**src/rtl/synth_cfg_pkg.sv**
```systemverilog
package synth_cfg_pkg;

    localparam int PRI_W = 21;
    localparam int ENH_W = 8;
    localparam int CTL_W = 6;

    typedef enum logic [1:0] {
        ST_PRI    = 2'd0,
        ST_ENH    = 2'd1,
        ST_STROBE = 2'd2
    } load_state_e;

    typedef struct packed {
        logic [5:0] r;
        logic [8:0] m;
        logic [3:0] a;
        logic       pre_en;
        logic       addr;
    } pri_fields_t;

    typedef struct packed {
        logic fp_sel;
        logic pwr_dn;
        logic cnt_load;
        logic msel;
        logic fc_sel;
        logic ld_dis;
    } enh_fields_t;

    // The first bit received sits at word[PRI_W-1].
    function automatic pri_fields_t unpack_pri(input logic [PRI_W-1:0] w);
        pri_fields_t f;
        f.r      = {w[20], w[19], w[8:5]};
        f.m      = {w[18], w[17], w[15:9]};
        f.a      = w[4:1];
        f.pre_en = w[16];
        f.addr   = w[0];
        return f;
    endfunction

    // The two bits received first carry no function.
    function automatic enh_fields_t unpack_enh(input logic [ENH_W-1:0] e);
        return enh_fields_t'(e[CTL_W-1:0]);
    endfunction

endpackage

```
**src/rtl/cfg_sync.sv**
```systemverilog
module cfg_sync #(
    parameter int STAGES = 2,
    parameter int W      = 4
) (
    input  logic         clk,
    input  logic         rst,
    input  logic [W-1:0] async_i,
    output logic [W-1:0] level_o
);
    generate
        for (genvar g = 0; g < W; g++) begin : g_bit
            logic [STAGES-1:0] chain_q;
            always_ff @(posedge clk) begin
                if (rst) chain_q <= '0;
                else     chain_q <= {chain_q[STAGES-2:0], async_i[g]};
            end
            assign level_o[g] = chain_q[STAGES-1];
        end
    endgenerate
endmodule

```
**src/rtl/cfg_shift_buf.sv**
```systemverilog
module cfg_shift_buf #(
    parameter int W = 8
) (
    input  logic         clk,
    input  logic         rst,
    input  logic         shift_en,
    input  logic         din,
    input  logic         commit,
    output logic [W-1:0] sh_o,
    output logic [W-1:0] buf_o
);
    logic [W-1:0] sh_q;
    logic [W-1:0] buf_q;

    always_ff @(posedge clk) begin
        if (rst) begin
            sh_q  <= '0;
            buf_q <= '0;
        end else begin
            if (shift_en) sh_q  <= {sh_q[W-2:0], din};
            if (commit)   buf_q <= sh_q;
        end
    end

    assign sh_o  = sh_q;
    assign buf_o = buf_q;
endmodule

```
**src/rtl/synth_cfg_loader.sv**
```systemverilog
module synth_cfg_loader
    import synth_cfg_pkg::*;
#(
    parameter int SYNC_STAGES = 2
) (
    input  logic       clk,
    input  logic       rst,
    input  logic       sclk_i,
    input  logic       sdata_i,
    input  logic       swr_i,
    input  logic       ewr_i,
    input  logic       enh_n_i,
    input  logic       direct_i,
    input  logic [5:0] dir_r_i,
    input  logic [8:0] dir_m_i,
    input  logic [3:0] dir_a_i,
    input  logic       dir_pre_en_i,
    input  logic [5:0] dir_ctl_i,
    output logic [5:0] r_div_o,
    output logic [8:0] m_div_o,
    output logic [3:0] a_div_o,
    output logic       pre_en_o,
    output logic       addr_o,
    output logic       fp_sel_o,
    output logic       pwr_dn_o,
    output logic       cnt_load_o,
    output logic       msel_o,
    output logic       fc_sel_o,
    output logic       ld_dis_o
);
    localparam int N_SER  = 4;
    localparam int I_SCLK = 0;
    localparam int I_DATA = 1;
    localparam int I_SWR  = 2;
    localparam int I_EWR  = 3;

    logic [N_SER-1:0] lvl;
    logic             sclk_p, swr_p, ewr_p;
    logic             sclk_rise, swr_rise, ewr_fall;
    logic             pri_shift, enh_shift;
    logic [PRI_W-1:0] pri_sh, pri_buf;
    logic [ENH_W-1:0] enh_sh, enh_buf;
    load_state_e      state_q, state_d;
    pri_fields_t      pf;
    enh_fields_t      ef;

    cfg_sync #(.STAGES(SYNC_STAGES), .W(N_SER)) u_sync (
        .clk     (clk),
        .rst     (rst),
        .async_i ({ewr_i, swr_i, sdata_i, sclk_i}),
        .level_o (lvl)
    );

    // Previous synchronized levels, used to find edges.
    always_ff @(posedge clk) begin
        if (rst) begin
            sclk_p <= 1'b0;
            swr_p  <= 1'b0;
            ewr_p  <= 1'b0;
        end else begin
            sclk_p <= lvl[I_SCLK];
            swr_p  <= lvl[I_SWR];
            ewr_p  <= lvl[I_EWR];
        end
    end

    assign sclk_rise = lvl[I_SCLK] & ~sclk_p;
    assign swr_rise  = lvl[I_SWR]  & ~swr_p;
    assign ewr_fall  = ~lvl[I_EWR] & ewr_p;

    // State register
    always_ff @(posedge clk) begin
        if (rst) state_q <= ST_PRI;
        else     state_q <= state_d;
    end

    // Next-state logic
    always_comb begin
        state_d = state_q;
        unique case (state_q)
            ST_PRI: begin
                if (lvl[I_SWR])      state_d = ST_STROBE;  // PRI_TO_STROBE
                else if (lvl[I_EWR]) state_d = ST_ENH;     // PRI_TO_ENH
            end
            ST_ENH: begin
                if (lvl[I_SWR])       state_d = ST_STROBE; // ENH_TO_STROBE
                else if (!lvl[I_EWR]) state_d = ST_PRI;    // ENH_TO_PRI
            end
            ST_STROBE: begin
                if (!lvl[I_SWR])      state_d = lvl[I_EWR] ? ST_ENH : ST_PRI;
            end
            default: state_d = ST_PRI;
        endcase
    end

    // Output process: steering and field selection
    always_comb begin
        pri_shift = sclk_rise && (state_q == ST_PRI);
        enh_shift = sclk_rise && (state_q == ST_ENH);
        pf = unpack_pri(pri_buf);
        ef = unpack_enh(enh_buf);
        if (direct_i) begin
            pf.r      = dir_r_i;
            pf.m      = dir_m_i;
            pf.a      = dir_a_i;
            pf.pre_en = dir_pre_en_i;
            pf.addr   = 1'b0;
            ef        = enh_fields_t'(dir_ctl_i);
        end
        if (enh_n_i) ef = '0;
        r_div_o    = pf.r;
        m_div_o    = pf.m;
        a_div_o    = pf.a;
        pre_en_o   = pf.pre_en;
        addr_o     = pf.addr;
        fp_sel_o   = ef.fp_sel;
        pwr_dn_o   = ef.pwr_dn;
        cnt_load_o = ef.cnt_load;
        msel_o     = ef.msel;
        fc_sel_o   = ef.fc_sel;
        ld_dis_o   = ef.ld_dis;
    end

    cfg_shift_buf #(.W(PRI_W)) u_pri (
        .clk      (clk),
        .rst      (rst),
        .shift_en (pri_shift),
        .din      (lvl[I_DATA]),
        .commit   (swr_rise),
        .sh_o     (pri_sh),
        .buf_o    (pri_buf)
    );

    cfg_shift_buf #(.W(ENH_W)) u_enh (
        .clk      (clk),
        .rst      (rst),
        .shift_en (enh_shift),
        .din      (lvl[I_DATA]),
        .commit   (ewr_fall),
        .sh_o     (enh_sh),
        .buf_o    (enh_buf)
    );


    pri_hold_chk: assert property (@(posedge clk) disable iff (rst)
        !swr_rise |=> $stable(pri_buf));

    enh_hold_chk: assert property (@(posedge clk) disable iff (rst)
        !ewr_fall |=> $stable(enh_buf));

    pri_idle_in_enh_chk: assert property (@(posedge clk) disable iff (rst)
        (state_q == ST_ENH) |=> $stable(pri_sh));

    no_shift_in_strobe_chk: assert property (@(posedge clk) disable iff (rst)
        (state_q == ST_STROBE) |=> ($stable(pri_sh) && $stable(enh_sh)));

    direct_addr_chk: assert property (@(posedge clk) disable iff (rst)
        direct_i |-> (addr_o == 1'b0));

    enh_gate_chk: assert property (@(posedge clk) disable iff (rst)
        enh_n_i |-> ({fp_sel_o, pwr_dn_o, cnt_load_o, msel_o, fc_sel_o, ld_dis_o} == '0));

    reset_clear_chk: assert property (@(posedge clk)
        rst |=> (pri_buf == '0 && enh_buf == '0 && pri_sh == '0 && enh_sh == '0));
endmodule

```
**config.mk**
```make
export PLATFORM = sky130hd
export DESIGN_NAME = synth_cfg_loader
export DESIGN_NICKNAME = d
export VERILOG_FILES = /design/src/rtl/synth_cfg_pkg.sv /design/src/rtl/cfg_sync.sv /design/src/rtl/cfg_shift_buf.sv /design/src/rtl/synth_cfg_loader.sv
export SDC_FILE = /design/constraint.sdc
export NUM_CORES = 1
export LEC_CHECK = 0
export BUFFER_PORTS_ARGS = -buffer_cell sky130_fd_sc_hd__buf_2
export CAP_MARGIN = 40
export CORE_ASPECT_RATIO = 1.25
export CORE_MARGIN = 4
export CORE_UTILIZATION = 50
export CTS_BUF_LIST = sky130_fd_sc_hd__clkbuf_4 sky130_fd_sc_hd__clkbuf_8
export DETAILED_ROUTE_END_ITERATION = 12
export GPL_TIMING_DRIVEN = 1
export PLACE_DENSITY = 0.75
export SLEW_MARGIN = 20
export SYNTH_ARGS = -nofsm -noshare
export SYNTH_HDL_FRONTEND = slang
export SYNTH_SLANG_ARGS = --single-unit
```
**constraint.sdc**
```tcl
create_clock -name clk -period 4.1 [get_ports clk]
set_clock_uncertainty 0.1 [all_clocks]
set_input_delay 0.205 -clock clk [delete_from_list [all_inputs] [get_ports clk]]
set_output_delay 0.205 -clock clk [all_outputs]
set_load 0.05 [all_outputs]
```
==> metrics.yaml <==
outcome: "finished, final reports clean"
dieWidth_um: 72.4
syn_nets: 325
post-route-period-util_pct: 39.2
hold_viol: 0
clock_path_buffers: 2
cp_data_required_time_ns: 3.80
die_area_um2: 6400
htreeDepth: 3
layout.nets: 385
fin_cells: 418
drv_slew: 0
antenna_found_initial: 0
synth-seq-cells: 67
cp.arrival_ns: 1.30
grt_pass1_wl_um: 8250
crit_top_cell: "buf_2"
slew_headroom_pct: 52.9
cts.sinks: 67
crit_path_end_kind: "output port"
dpl.hpwl_um: 3280
initial_core_util_pct: 51.3
grt_overflow_total: 0
fin_setup_tns_ns: 0
synth_cell_types: 16
final_cell_area_um2: 3150
final_util_pct: 62.5
worstPathMaxFanout: 27
diodes: 0
placed_area_um2: 2930
grt_setup_unrepaired: "false"
cellPowerDensity_nw_per_um2: 397
cp-start-kind: "primary input"
fmax_mhz: 622
final_common_cell: "nand2_1"
drc: 0
grt_max_degree: 36
io_pins: 61
syn_area_um2: 2590
insertion_delay_ns: 0.32
fp.dieH_um: 88.5
gp_congestion: 0.724
tightest_slew_ns: 0.705
firstDrtPassIters: 4
cts_buffers: 9
syn_avg_cell_area_um2: 8.90
cts_tree: "built"
vias: 2094
syn_inst: 291
grt_pass1_vias: 1983
leakage_nw: 1.26
syn_to_final_growth_pct: 21.7
mostFrequentLayoutCells: "86 x nand2_1, 67 x dfxtp_1, 60 x buf_2, 42 x a21oi_1, 20 x mux2_2"
critPathKind: "in2out"
ant_nets: 0
vdd_ir_drop_max_mv: 0.238
fp.coreArea_um2: 5040
cpMaxStageDelayCell: "buf_2"
vias_per_cell: 5.01
drv_cap: 0
drt_iter0_drc: 102
clk_pin_slew_ns: 0.06
gr-usage-all-layers_pct: 16.3
path_cells: "buf_2 -> mux2_2 -> buf_2"
layout-drive-gt1-share_pct: 28.9
cts_root_buffer: "clkbuf_8"
detail_route.wl_per_cell_um: 11.4
rows: 29
post-route-min-period_ns: 1.61
hold_path_depth: 2
io_buffer_count: 60
reg2reg_depth: 4
cpPeakStageDelay_ns: 0.48
seq_area_frac_synth_pct: 51.8
synth-warning-count: 0
routed_wl_um: 4770
worstHoldPathType: "in2reg"
place_inst: 397
setup_viol: 0
-- metal layers --
metal	wire, um	up-vias	track usage (%)	share of wire, %
met2	2340	46	28.4	49
li1	-	1072	-	-
met5	0	-	0	0
met4	87	0	7.69	1.8
met3	280	10	4.55	5.9
met1	2060	966	18.4	43
-- Yosys cell counts --
| master | count | share of area [%] |
|---|---|---|
| nor4b_2 | 1 | 0.58 |
| nor2b_1 | 14 | 3.4 |
| nand2_1 | 86 | 12 |
| nor2_1 | 19 | 2.8 |
| buf_1 | 2 | 0.29 |
| dfxtp_1 | 67 | 52 |
| buf_2 | 7 | 1.4 |
| nand2b_1 | 1 | 0.24 |
| and2_1 | 1 | 0.24 |
| nor4bb_1 | 1 | 0.39 |
| mux2_2 | 20 | 8.7 |
| a21oi_1 | 42 | 8.1 |
| mux2i_1 | 18 | 7.0 |
| buf_6 | 2 | 0.87 |
| or4b_4 | 1 | 0.53 |
| clkbuf_1 | 9 | 1.3 |
-- metrics by stage --
| step | hold slack [ns] | power, mW | setup slack, ns |
|---|---|---|---|
| after floorplan | 0.233 | 0.765 | 2.42 |
| after CTS | 0.287 | 1.26 | 2.46 |
| final | 0.292 | 1.25 | 2.49 |
| after global routing | 0.326 | 1.31 | 2.41 |
| after detailed placement | 0.317 | 0.800 | 2.47 |
| after global placement | 0.320 | 0.795 | 2.40 |
-- registers in the layout, summed over array words and instances (netlist names) --
register,flops
u_pri.sh_o,21
ewr_p,1
u_sync.g_bit.chain_q,8
state_q,2
u_enh.buf_o,6
sclk_p,1
u_pri.buf_o,21
u_enh.sh_o,6
swr_p,1
-- critical path: cells and delay by family --
family	cells	cell delay, ns
buf+inv	2	0.69
mux	1	0.40
-- cell type report --
class | count | area, um2
timing repair buffer | 69 | 405
tap | 62 | 77.6
fill | 442 | 1890
sequential | 67 | 1340
clock inverter | 3 | 15.0
multi-input combinational | 204 | 1160
clock buffer | 13 | 154
-- final timing paths --
kind                              start                          to  slack [ns]
max                            direct_i                  m_div_o[4]        2.49
min                                 rst  u_sync.g_bit[1].chain_q[0]        0.29
max reg2reg                  state_q[1]               u_pri.sh_o[8]        2.58
min reg2reg  u_sync.g_bit[2].chain_q[0]  u_sync.g_bit[2].chain_q[1]        0.34
-- cell families after synthesis --
| logic type | Yosys count | synth area share (%) |
|---|---|---|
| AO/OA/AOI/OAI | 42 | 8.12 |
| buffers and inverters | 20 | 3.82 |
| AND/OR/NAND/NOR | 124 | 20.6 |
| multiplexers | 38 | 15.7 |
| flip-flops | 67 | 51.8 |
-- power breakdown --
part           switching, mW  leakage [nW]  internal, mW
combinational         0.0846         0.623        0.0448
clock                  0.218        0.0948         0.244
sequential           0.00283         0.542         0.656
-- repair_timing --
| item | CTS | global route |
|---|---|---|
| resized for setup | 0 | 0 |
| endpoints found under the hold margin | 4 | 0 |
| hold buffers | 4 | 0 |
| setup buffers | 0 | 0 |
Note: power is estimated with default switching activity, not from simulation.
